## src/rtl/svmon_pkg.sv

```systemverilog
// Package: shared constants and helpers for the supply-monitor controller.
// Assumes byte offsets fit in the top's ADDR_W.
package svmon_pkg;
    localparam logic [31:0] UNLOCK_KEY = 32'h1ACCE553;
    localparam int OFS_CTRL  = 'h00;
    localparam int OFS_STAT  = 'h04;
    localparam int OFS_CLR   = 'h08;
    localparam int OFS_KEY   = 'h0C;
    localparam int OFS_READY = 'h10;

    // True for the threshold codes that software may program.
    function automatic logic thr_code_ok(input logic [3:0] c);
        return (c <= 4'd4) || (c == 4'd7) || (c == 4'd8) || (c == 4'd9);
    endfunction
endpackage

```

## src/rtl/svmon_sync.sv

```systemverilog
// svmon_sync: multi-flop synchronizer for a slow asynchronous level.
// Assumes the input holds each level for several clock cycles.
module svmon_sync #(
    parameter int STAGES = 2
) (
    input  logic clk,
    input  logic rst_n,
    input  logic d,
    output logic q
);
    logic [STAGES-1:0] pipe;

    // Shift the async level through the flop chain.
    always_ff @(posedge clk) begin
        if (!rst_n) pipe <= '0;
        else        pipe <= {pipe[STAGES-2:0], d};
    end

    assign q = pipe[STAGES-1];
endmodule

```

## src/rtl/svmon_stab.sv

```systemverilog
// svmon_stab: settling-wait counter that raises ready after STAB_CYC
// counted cycles. Counts only while enabled and while tick is high.
// Assumes restart is a one-cycle pulse from an accepted control write.
module svmon_stab #(
    parameter int STAB_CYC = 256
) (
    input  logic clk,
    input  logic rst_n,
    input  logic en,
    input  logic tick,
    input  logic restart,
    output logic ready
);
    localparam int CNT_W = $clog2(STAB_CYC + 1);
    localparam logic [CNT_W-1:0] LAST = CNT_W'(STAB_CYC - 1);

    logic [CNT_W-1:0] count;

    // Count enabled ticks until settling ends; restart or disable clears.
    always_ff @(posedge clk) begin
        if (!rst_n) begin
            count <= '0;
            ready <= 1'b0;
        end else if (restart || !en) begin
            count <= '0;
            ready <= 1'b0;
        end else if (tick && !ready) begin
            count <= count + CNT_W'(1);
            if (count == LAST) ready <= 1'b1;
        end
    end

    // a gated clock enable freezes the settling progress.
    p_gate_stall_r9: assert property (@(posedge clk) disable iff (!rst_n)
        (!tick && !restart && en) |=> ($stable(count) && $stable(ready)));
    // ready is never set while the enable is off.
    p_ready_needs_en_r11: assert property (@(posedge clk) disable iff (!rst_n)
        ready |-> en);
    // ready rises only on a counted tick.
    p_ready_on_tick_r5: assert property (@(posedge clk) disable iff (!rst_n)
        $rose(ready) |-> $past(tick));
endmodule

```

## src/rtl/svmon_regs.sv

```systemverilog
// svmon_regs: register file, unlock key, and sticky interrupt flag.
// Assumes single-cycle write strobes and a synchronized comparator level.
module svmon_regs
    import svmon_pkg::*;
#(
    parameter int ADDR_W = 8
) (
    input  logic              clk,
    input  logic              rst_n,
    input  logic              bus_wen,
    input  logic [ADDR_W-1:0] bus_addr,
    input  logic [31:0]       bus_wdata,
    output logic [31:0]       bus_rdata,
    input  logic              ready,
    input  logic              below_s,
    output logic              en,
    output logic [3:0]        thr,
    output logic              restart,
    output logic              flag
);
    logic unlocked;
    logic trig_q;
    logic wr_ctrl, wr_clr, wr_key, accept, trig;
    logic [3:0] new_thr;

    assign new_thr = bus_wdata[5:2];
    assign wr_ctrl = bus_wen && (bus_addr == ADDR_W'(OFS_CTRL));
    assign wr_clr  = bus_wen && (bus_addr == ADDR_W'(OFS_CLR));
    assign wr_key  = bus_wen && (bus_addr == ADDR_W'(OFS_KEY));
    assign accept  = wr_ctrl && unlocked && thr_code_ok(new_thr);
    assign restart = accept && (!bus_wdata[7] || !en || (new_thr != thr));
    assign trig    = en && ready && below_s;

    // Track the lock state from key-register writes.
    always_ff @(posedge clk) begin
        if (!rst_n)      unlocked <= 1'b0;
        else if (wr_key) unlocked <= (bus_wdata == UNLOCK_KEY);
    end

    // Update enable and threshold on accepted control writes.
    always_ff @(posedge clk) begin
        if (!rst_n) begin
            en  <= 1'b0;
            thr <= 4'd0;
        end else if (accept) begin
            en  <= bus_wdata[7];
            thr <= new_thr;
        end
    end

    // Sticky flag: set on a rising trigger, cleared by a zero clear bit.
    always_ff @(posedge clk) begin
        if (!rst_n) begin
            flag   <= 1'b0;
            trig_q <= 1'b0;
        end else begin
            trig_q <= trig;
            if (wr_clr && !bus_wdata[0]) flag <= 1'b0;
            else if (trig && !trig_q)    flag <= 1'b1;
        end
    end

    // Read mux; unmapped offsets and the key register read 0.
    always_comb begin
        bus_rdata = 32'd0;
        if (bus_addr == ADDR_W'(OFS_CTRL))       bus_rdata[7:0] = {en, 1'b1, thr, 2'b00};
        else if (bus_addr == ADDR_W'(OFS_STAT))  bus_rdata[7]   = flag;
        else if (bus_addr == ADDR_W'(OFS_READY)) bus_rdata[0]   = ready;
    end

    // a locked control write changes nothing.
    p_locked_hold_r1: assert property (@(posedge clk) disable iff (!rst_n)
        (wr_ctrl && !unlocked) |=> ($stable(en) && $stable(thr)));
    // an illegal code is refused.
    p_bad_code_r3: assert property (@(posedge clk) disable iff (!rst_n)
        (wr_ctrl && !thr_code_ok(new_thr)) |=> ($stable(en) && $stable(thr)));
    // the stored code is always a legal one.
    p_thr_legal_r3: assert property (@(posedge clk) disable iff (!rst_n)
        thr_code_ok(thr));
    // the flag cannot rise while disabled.
    p_no_flag_off_r4: assert property (@(posedge clk) disable iff (!rst_n)
        !en |=> !$rose(flag));
    // a zero clear bit always drops the flag.
    p_clear_wins_r8: assert property (@(posedge clk) disable iff (!rst_n)
        (wr_clr && !bus_wdata[0]) |=> !flag);
endmodule

```

## src/rtl/svmon_top.sv

```systemverilog
// svmon_top: supply-monitor interrupt controller. Connects the register
// file, settling counter and comparator synchronizer.
// Assumes cmp_below is a slow asynchronous level from the comparator.
module svmon_top #(
    parameter int ADDR_W      = 8,
    parameter int STAB_CYC    = 256,
    parameter int SYNC_STAGES = 2
) (
    input  logic              clk,
    input  logic              rst_n,
    input  logic              pclk_en,
    input  logic              bus_wen,
    input  logic [ADDR_W-1:0] bus_addr,
    input  logic [31:0]       bus_wdata,
    output logic [31:0]       bus_rdata,
    input  logic              cmp_below,
    output logic [3:0]        thr_sel,
    output logic              irq
);
    logic below_s, ready, en, restart;

    svmon_sync #(.STAGES(SYNC_STAGES)) u_sync (
        .clk(clk), .rst_n(rst_n), .d(cmp_below), .q(below_s)
    );

    svmon_stab #(.STAB_CYC(STAB_CYC)) u_stab (
        .clk(clk), .rst_n(rst_n), .en(en), .tick(pclk_en),
        .restart(restart), .ready(ready)
    );

    svmon_regs #(.ADDR_W(ADDR_W)) u_regs (
        .clk(clk), .rst_n(rst_n), .bus_wen(bus_wen), .bus_addr(bus_addr),
        .bus_wdata(bus_wdata), .bus_rdata(bus_rdata), .ready(ready),
        .below_s(below_s), .en(en), .thr(thr_sel), .restart(restart),
        .flag(irq)
    );
endmodule

```

## config.mk

```make
export PLATFORM = sky130hd
export DESIGN_NAME = svmon_top
export DESIGN_NICKNAME = d
export VERILOG_FILES = /design/src/rtl/svmon_pkg.sv /design/src/rtl/svmon_sync.sv /design/src/rtl/svmon_stab.sv /design/src/rtl/svmon_regs.sv /design/src/rtl/svmon_top.sv
export SDC_FILE = /design/constraint.sdc
export NUM_CORES = 1
export LEC_CHECK = 0
export ABC_AREA = 1
export BUFFER_PORTS_ARGS = -buffer_cell sky130_fd_sc_hd__buf_2
export CAP_MARGIN = 0
export CORE_ASPECT_RATIO = 1.2
export CORE_MARGIN = 1.5
export CORE_UTILIZATION = 48
export CTS_CLUSTER_SIZE = 28
export DETAILED_ROUTE_END_ITERATION = 8
export PLACE_DENSITY = 0.85
export SLEW_MARGIN = 25
export SYNTH_ARGS = -nofsm -noshare
export SYNTH_HDL_FRONTEND = slang
export SYNTH_SLANG_ARGS = --single-unit
```

## constraint.sdc

```tcl
create_clock -name clk -period 2.55 [get_ports clk]
set_clock_uncertainty 0.05 [all_clocks]
set_input_delay 0.3825 -clock clk [delete_from_list [all_inputs] [get_ports clk]]
set_output_delay 0.3825 -clock clk [all_outputs]
set_load 0.03 [all_outputs]
```

==> impl_metrics.env, run 1 <==
export IMPL_status="completed"
export IMPL_r2r_end="u_stab.count[8]$_SDFFE_PP0P_"
export IMPL_synth_seq_cells=20
export IMPL_start_kind="primary input"
export IMPL_viasPerCell=4.305
export IMPL_grt_pass1_wl_um=4616
export IMPL_path_cells="buf_2, nor2_2, nand2_2, nor2_8, inv_2, o21ai_1, buf_2"
export IMPL_syn_inst=227
export IMPL_drive_gt1_frac=0.3333
export IMPL_cp_required_ns=2.12
export IMPL_postCtsHoldBufs=0
export IMPL_finalCritPeriodShare=0.6683
export IMPL_numCtsBuffers=3
export IMPL_clock_sinks=20
export IMPL_worstSetupPathType="primary input to output pin"
export IMPL_grt_ovfl_total=0
export IMPL_ant_nets=0
export IMPL_wl_per_cell_um=8.720
export IMPL_timing_final_hold_violations=0
export IMPL_slowest_delay_ns=0.21
export IMPL_whs_endpoint="u_sync.pipe[0]$_SDFF_PN0_"
export IMPL_finalNetCount=333
export IMPL_io_pins=82
export IMPL_vdd_drop_max_uv=305.2
export IMPL_r2r_cells=7
export IMPL_cts_tree="done"
export IMPL_cp_slowest_cell="buf_2"
export IMPL_worst_path_buf_inv=3
export IMPL_path_max_fanout=5
export IMPL_async_flop_share=0
export IMPL_diodes=0
export IMPL_postCtsSetupBuffers=0
export IMPL_worstPathArrival_ns=1.27
export IMPL_drc=0
export IMPL_post_route_min_period_ns=1.704
export IMPL_dieArea_mm2=0.003512
export IMPL_hold_depth=3
export IMPL_yosysTopAreaCellShare=0.2636
export IMPL_cts_clk_slew_worst_paths_ns=0.11
export IMPL_grt_max_degree=12
export IMPL_finalMaxSlewViolations=0
export IMPL_rr_startpoint="u_stab.count[0]$_SDFFE_PP0P_"
export IMPL_htree_num_levels=1
export IMPL_antenna_found_initial=0
export IMPL_p_per_area_mw_per_mm2=351.8
export IMPL_critPathTopFamily="buffers and inverters"
export IMPL_fin_setup_tns_ns=0
export IMPL_track_usage=0.1749
export IMPL_worstSetupStartpoint="bus_addr[2]"
export IMPL_drt_iter0_markers=25
export IMPL_avgSynthCellArea_um2=6.691
export IMPL_clk_latency_ns=0.30
export IMPL_synth_cell_types=28
export IMPL_cpMostUsedCell="buf_2"
export IMPL_clockRootBuffer="clkbuf_4"
export IMPL_dieHeight_um=64.62
export IMPL_end_kind="output pin"
export IMPL_num_vias=1382
export IMPL_rows=22
export IMPL_p_leak_nw=0.9400
export IMPL_synthTopCellsByArea="dfxtp_1, nand2_1, buf_4"
export IMPL_wl_um=2799
export IMPL_hold_path_class="primary input to flip-flop"
export IMPL_synth_area_mm2=0.001519
export IMPL_fmax_mhz=586.8
export IMPL_seq_area_frac_synth=0.2636
export IMPL_worstHoldStart="cmp_below"
export IMPL_maxCapViolCount=0
export IMPL_setup_viol=0
export IMPL_post_dp_hpwl_um=2360
export IMPL_gp_congestion=0.9001
export IMPL_area_delta_synth_final_pct=17.05
export IMPL_initial_utilization=0.5017
export IMPL_yosys_area_top_type="dfxtp_1"
export IMPL_yosys_warnings=0
export IMPL_rsz0062_at_grt="false"
export IMPL_synth_enable_flop_cells=0
export IMPL_io_buffers=56
export IMPL_cts_buffer_depth=2
export IMPL_grt_pass1_vias=1170
export IMPL_fp_coreArea_mm2=0.003028
export IMPL_first_pass_iters=4
export IMPL_ys_dominant_reg_cell="dfxtp_1"
export IMPL_power_total_mw=0.6255
export IMPL_reg2reg_slack_ns=0.93
export IMPL_dieWidth_um=54.35
export IMPL_cts_repair_resized=0
[worst min-delay path: cells and delay by family]
family | cells | cell delay, ns
buffers and inverters | 2 | 0.12
and+or+nand+nor | 1 | 0.04
[layout make-up]
cell class / instances / area (um^2)
Clock buffer: 4 / 36.28
Fill cell: 309 / 1250
Multi-Input combinational cell: 169 / 880.8
Sequential cell: 20 / 400.4
Tap cell: 36 / 45.04
Inverter: 36 / 135.1
Timing Repair Buffer: 56 / 280.3
[synth_stat cells (all sizes together), types with 2 or more instances]
cell type and n:
ha 2, buf 26, inv 36, nor2 44, nand2 64, o21ai 5, a21oi 4, xor2 3
nand3 8, nor3 6, dfxtp 20, nand4 2, o31ai 2, xnor2 2
[metal layers]
metal / global-route usage / share of wire / up-vias
met5: 0 / 0 / -
met4: 0.05625 / 0.011 / 0
met3: 0.02304 / 0.094 / 4
met2: 0.3238 / 0.53 / 52
met1: 0.1957 / 0.37 / 578
li1: - / - / 748
[state kept, by name, indices dropped and copies added (netlist names)]
signal / count
u_stab.ready: 1
u_regs.unlocked: 1
u_regs.flag: 1
u_stab.count: 9
u_regs.thr: 4
u_regs.en: 1
u_regs.trig_q: 1
u_sync.pipe: 2
[through the flow]
step	util	hold slack, ns	cells	setup slack, ns	instance area, um^2
floorplan	-	0.3405	251	0.7848	1609
global placement	0.5752	0.3506	317	0.8650	1742
detailed placement	0.5752	0.3531	317	0.8400	1742
CTS	0.5872	0.2061	321	0.8371	1778
global route	0.5872	0.2047	321	0.6927	1778
finish	0.5872	0.2125	321	0.8459	1778
[kinds of logic (layout without fill, tap and decap cells)]
kind of cell,Yosys count,count (layout),share of synthesized area
AOI/OAI and AO/OA,11,11,0.04200
xor gates and xnor gates,5,5,0.02884
adders and majority gates,2,2,0.01647
buffers and inverters,62,96,0.2158
DFF,20,20,0.2636
muxes,1,1,0.007413
other,1,25,0.002469
and+or+nand+nor,125,125,0.4234
[cells in the final DEF (no fill, tap or decap), drive strengths merged]
master / instances
mux2: 1
nand2: 64
o31ai: 2
nor3b: 1
buf: 56
nor3: 6
clkbuf: 4
a21oi: 4
o21ai: 5
xnor2: 2
dfxtp: 20
conb: 25
ha: 2
nand3: 8
nand4: 2
inv: 36
xor2: 3
nor2: 44
[worst max path at each step]
| stage | endpoint | depth (start not counted) | slack [ns] |
|---|---|---|---|
| after global routing | u_stab.count[8]$_SDFFE_PP0P_ | 7 | 0.69 |
| after global placement | bus_rdata[7] | 7 | 0.86 |
| after CTS | bus_rdata[7] | 7 | 0.84 |
| after floorplan | bus_rdata[7] | 5 | 0.78 |
| after detailed placement | bus_rdata[7] | 7 | 0.84 |
| final | bus_rdata[7] | 7 | 0.85 |
[where the power goes]
| group | total [mW] | switching [mW] | leakage [nW] | internal (mW) |
|---|---|---|---|---|
| Combinational | 0.127 | 0.0905 | 0.758 | 0.0366 |
| Sequential | 0.314 | 0.000379 | 0.161 | 0.314 |
| Clock | 0.184 | 0.0972 | 0.0210 | 0.0871 |
Power figures use the tool's default switching activity.
==> run 2, diff against run 1 <==
--- a/config.mk
+++ b/config.mk
@@ -10,10 +10,10 @@
 export CAP_MARGIN = 0
 export CORE_ASPECT_RATIO = 1.2
 export CORE_MARGIN = 1.5
-export CORE_UTILIZATION = 48
+export CORE_UTILIZATION = 40
 export CTS_CLUSTER_SIZE = 28
 export DETAILED_ROUTE_END_ITERATION = 8
-export PLACE_DENSITY = 0.85
+export PLACE_DENSITY = 0.76
 export SLEW_MARGIN = 25
 export SYNTH_ARGS = -nofsm -noshare
 export SYNTH_HDL_FRONTEND = slang
==> constraint.sdc (replaced) <==
create_clock -name clk -period 1.45 [get_ports clk]
set_clock_uncertainty 0.05 [all_clocks]
set_input_delay 0.2175 -clock clk [delete_from_list [all_inputs] [get_ports clk]]
set_output_delay 0.2175 -clock clk [all_outputs]
set_load 0.03 [all_outputs]
==> impl_metrics.env, run 2 (same netlist as run 1, synthesis figures left out) <==
export IMPL_critPathTopFamily="simple AND/OR/NAND/NOR gates"
export IMPL_status="finished, violations left"
export IMPL_final_cell_mix="nand2_1, buf_2, inv_1"
export IMPL_fmax_mhz=674.4
export IMPL_vdd_drop_max_uv=401.3
export IMPL_grt_pass1_wl_um=4981
export IMPL_cp_required_ns=1.59
export IMPL_finalCritPeriodShare=1.023
export IMPL_num_vias=1453
export IMPL_worstSetupPathType="flip-flop to flip-flop"
export IMPL_drt_iter0_markers=23
export IMPL_grt_max_degree=11
export IMPL_power_total_mw=1.135
export IMPL_grt_pass1_vias=1290
export IMPL_finalNetCount=343
export IMPL_postCtsHoldBufs=0
export IMPL_drc=0
export IMPL_post_route_min_period_ns=1.483
export IMPL_cts_tree="done"
export IMPL_io_buffers=56
export IMPL_cts_buffer_depth=2
export IMPL_track_usage=0.1500
export IMPL_clk_latency_ns=0.25
export IMPL_drive_gt1_frac=0.3810
export IMPL_numCtsBuffers=3
export IMPL_top_regs="u_stab.count x9, u_regs.thr x4, u_sync.pipe x2"
export IMPL_htree_num_levels=1
export IMPL_dieWidth_um=59.26
export IMPL_wl_um=3152
export IMPL_antenna_found_initial=0
export IMPL_maxCapViolCount=0
export IMPL_first_pass_iters=4
export IMPL_place_ws_ns=-0.05525
export IMPL_initial_utilization=0.4180
export IMPL_post_dp_hpwl_um=2498
export IMPL_clockRootBuffer="clkbuf_8"
export IMPL_hold_ws_ns=0.1120
export IMPL_cts_clk_slew_worst_paths_ns=0.07
export IMPL_clock_sinks=20
export IMPL_layout_setup_ws_ns=-0.03281
export IMPL_worstPathArrival_ns=1.63
export IMPL_diodes=0
export IMPL_path_max_fanout=2
export IMPL_hold_path_class="primary input to flip-flop"
export IMPL_rows=24
export IMPL_largest_reg_flops=9
export IMPL_path_cells="ha_4, nand4_1, nor3b_2, ha_1, o21ai_2, inv_1, nor2_2"
export IMPL_final_common_cell="nand2_1"
export IMPL_grt_ovfl_total=0
export IMPL_largest_register="u_stab.count"
export IMPL_fin_setup_tns_ns=-0.03281
export IMPL_dieHeight_um=70.51
export IMPL_rsz0062_at_grt="true"
export IMPL_violations="setup timing"
export IMPL_ant_nets=0
export IMPL_start_kind="flip-flop"
export IMPL_dieArea_mm2=0.004178
export IMPL_end_kind="flip-flop"
export IMPL_viasPerCell=4.199
export IMPL_wl_per_cell_um=9.110
export IMPL_p_leak_nw=0.9929
export IMPL_p_per_area_mw_per_mm2=594.3
export IMPL_area_delta_synth_final_pct=25.70
export IMPL_setup_viol=1
export IMPL_fp_coreArea_mm2=0.003633
export IMPL_slowest_delay_ns=0.36
export IMPL_worst_path_buf_inv=1
export IMPL_cp_slowest_cell="dfxtp_2"
export IMPL_timing_final_hold_violations=0
export IMPL_gp_congestion=0.8083
export IMPL_finalMaxSlewViolations=0
export IMPL_io_pins=82
==> run 2: tightest hold or removal path, stage by stage <==
cell and delay (ns):
buf_2 0.08, nand2_1 0.05, inv_1 0.04
==> run 2: cell type report <==
cell class,instances,area (um^2)
sequential,20,405.4
timing repair buffer,66,357.8
multi-input combinational,169,904.6
tap,52,65.06
fill,352,1724
clock buffer,3,41.29
inverter,36,135.1
==> run 2: power by group <==
group | total (mW) | switching, mW | internal (mW)
logic | 0.226 | 0.161 | 0.0645
registers | 0.552 | 0.000620 | 0.551
clock network | 0.357 | 0.172 | 0.185
==> run 2: final timing paths <==
path	startpoint	depth (start not counted)	end	slack [ns]
setup reg to reg	u_stab.count[1]$_SDFFE_PP0P_	7	u_stab.count[8]$_SDFFE_PP0P_	-0.03
setup / recovery	u_stab.count[1]$_SDFFE_PP0P_	7	u_stab.count[8]$_SDFFE_PP0P_	-0.03
hold reg to reg	u_sync.pipe[0]$_SDFF_PN0_	2	u_sync.pipe[1]$_SDFF_PN0_	0.37
hold / removal	cmp_below	3	u_sync.pipe[0]$_SDFF_PN0_	0.11
==> run 2: metrics by stage <==
stage	area (um^2)	cells	util
final	1909	346	0.5255
after global placement	1803	338	0.4962
after floorplan	1613	251	-
after CTS	1901	346	0.5231
after global routing	1909	346	0.5255
after detailed placement	1803	338	0.4962
==> run 2: routing by layer <==
layer | GRT usage | up-vias | share of wire
met4 | 0.04293 | 0 | 0.012
met2 | 0.2784 | 50 | 0.52
met3 | 0.02222 | 6 | 0.062
li1 | - | 769 | -
met5 | 0 | - | 0
met1 | 0.1701 | 628 | 0.40
==> run 2: repair_timing <==
item                                    in CTS  in global routing
setup buffers                                5                  0
resized for setup                            5                  4
cloned                                       0                  0
pin swaps                                    5                  1
endpoints found under the setup margin       1                  3
==> run 3, diff against run 2 <==
--- a/config.mk
+++ b/config.mk
@@ -13,7 +13,7 @@
 export CORE_UTILIZATION = 40
 export CTS_CLUSTER_SIZE = 28
 export DETAILED_ROUTE_END_ITERATION = 8
-export PLACE_DENSITY = 0.76
+export PLACE_DENSITY = 0.84
 export SLEW_MARGIN = 25
 export SYNTH_ARGS = -nofsm -noshare
 export SYNTH_HDL_FRONTEND = slang
==> impl_metrics.env, run 3 (same netlist as run 1, synthesis figures left out) <==
export IMPL_status="completed"
export IMPL_drt_iter0_markers=21
export IMPL_hold_ws_ns=0.08338
export IMPL_wl_um=3182
export IMPL_clock_sinks=20
export IMPL_critPathTopFamily="simple AND/OR/NAND/NOR gates"
export IMPL_p_per_area_mw_per_mm2=637.1
export IMPL_clockRootBuffer="clkbuf_8"
export IMPL_layout_setup_ws_ns=0.01464
export IMPL_gp_congestion=0.8848
export IMPL_timing_final_hold_violations=0
export IMPL_post_dp_hpwl_um=2594
export IMPL_cts_buffer_depth=2
export IMPL_cp_slowest_cell="dfxtp_2"
export IMPL_grt_max_degree=12
export IMPL_first_pass_iters=4
export IMPL_ant_nets=0
export IMPL_clk_latency_ns=0.26
export IMPL_cts_tree="done"
export IMPL_maxCapViolCount=0
export IMPL_num_vias=1466
export IMPL_finalCritPeriodShare=0.9899
export IMPL_top_regs="u_stab.count x9, u_regs.thr x4, u_sync.pipe x2"
export IMPL_dieArea_mm2=0.004178
export IMPL_cts_clk_slew_worst_paths_ns=0.07
export IMPL_grt_ovfl_total=0
export IMPL_end_kind="flip-flop"
export IMPL_io_buffers=56
export IMPL_numCtsBuffers=3
export IMPL_hold_path_class="primary input to flip-flop"
export IMPL_viasPerCell=4.274
export IMPL_post_route_min_period_ns=1.435
export IMPL_p_leak_nw=0.9776
export IMPL_dpl_cell_area_mm2=0.001788
export IMPL_track_usage=0.1520
export IMPL_final_cell_mix="nand2_1, buf_2, inv_1"
export IMPL_rsz0062_at_grt="true"
export IMPL_grt_pass1_wl_um=4919
export IMPL_fmax_mhz=696.7
export IMPL_final_area_mm2=0.001891
export IMPL_dieHeight_um=70.51
export IMPL_place_ws_ns=-0.1016
export IMPL_dieWidth_um=59.26
export IMPL_final_common_cell="nand2_1"
export IMPL_drive_gt1_frac=0.3711
export IMPL_setup_viol=0
export IMPL_htree_num_levels=1
export IMPL_grt_pass1_vias=1253
export IMPL_largest_register="u_stab.count"
export IMPL_cp_required_ns=1.61
export IMPL_fp_coreArea_mm2=0.003633
export IMPL_initial_utilization=0.4180
export IMPL_worstPathArrival_ns=1.59
export IMPL_io_pins=82
export IMPL_area_delta_synth_final_pct=24.46
export IMPL_path_cells="ha_4, nand4_1, nor3b_2, ha_1, o21ai_1, inv_1, nor2_2"
export IMPL_finalMaxSlewViolations=0
export IMPL_largest_reg_flops=9
export IMPL_worstSetupPathType="flip-flop to flip-flop"
export IMPL_postCtsHoldBufs=0
export IMPL_diodes=0
export IMPL_fin_util=0.5203
export IMPL_wl_per_cell_um=9.277
export IMPL_vdd_drop_max_uv=293.3
export IMPL_finalNetCount=339
export IMPL_rows=24
export IMPL_worst_path_buf_inv=1
export IMPL_drc=0
export IMPL_slowest_delay_ns=0.35
export IMPL_path_max_fanout=2
export IMPL_antenna_found_initial=0
export IMPL_start_kind="flip-flop"
## run 3: layout make-up
type | instances | area (um^2)
Clock buffer | 4 | 55.05
Tap cell | 52 | 65.06
Fill cell | 371 | 1743
Multi-Input combinational cell | 169 | 898.4
Timing Repair Buffer | 62 | 330.3
Sequential cell | 20 | 406.6
Inverter | 36 | 135.1
## run 3: worst paths after layout
path / cells past startpoint / start / slack (ns) / to
max reg2reg: 7 / u_stab.count[1]$_SDFFE_PP0P_ / 0.01 / u_stab.count[8]$_SDFFE_PP0P_
max: 7 / u_stab.count[1]$_SDFFE_PP0P_ / 0.01 / u_stab.count[8]$_SDFFE_PP0P_
min reg2reg: 2 / u_sync.pipe[0]$_SDFF_PN0_ / 0.38 / u_sync.pipe[1]$_SDFF_PN0_
min: 3 / cmp_below / 0.08 / u_sync.pipe[0]$_SDFF_PN0_
## run 3: through the flow
stage	setup TNS, ns	std cells	power [mW]
2_1_floorplan	0	251	0.7593
3_3_place_gp	0	336	0.7867
3_5_place_dp	-0.1016	336	0.7888
4_1_cts	0	343	1.205
5_1_grt	-0.1418	343	1.259
6_report	0	343	1.205
## run 3: worst reg2reg max path: stages (launching register included)
cell and delay [ns]:
dfxtp_2 0.35, ha_4 0.13, nand4_1 0.14, nor3b_2 0.22, ha_1 0.25, o21ai_1 0.11, inv_1 0.06, nor2_2 0.06
## run 3: timing repair
item                                    4_1_cts  5_1_grt
resized for setup                             5        4
setup buffers                                 3        0
endpoints found under the setup margin        1        3
cloned                                        0        0
pin swaps                                     6        3
## run 3: per-layer routing
layer / up-vias / global-route usage / share of wire
li1: 760 / - / -
met1: 646 / 0.1435 / 0.37
met2: 53 / 0.3053 / 0.54
met3: 7 / 0.02593 / 0.067
met4: 0 / 0.05556 / 0.022
met5: - / 0 / 0
## run 3: report_power, final
| group | total, mW | internal [mW] | switching (mW) | leakage (nW) |
|---|---|---|---|---|
| combinational | 0.225 | 0.0644 | 0.160 | 0.785 |
| clock | 0.428 | 0.242 | 0.186 | 0.0288 |
| sequential | 0.552 | 0.551 | 0.000645 | 0.164 |
| total | 1.20 | 0.858 | 0.347 | 0.978 |
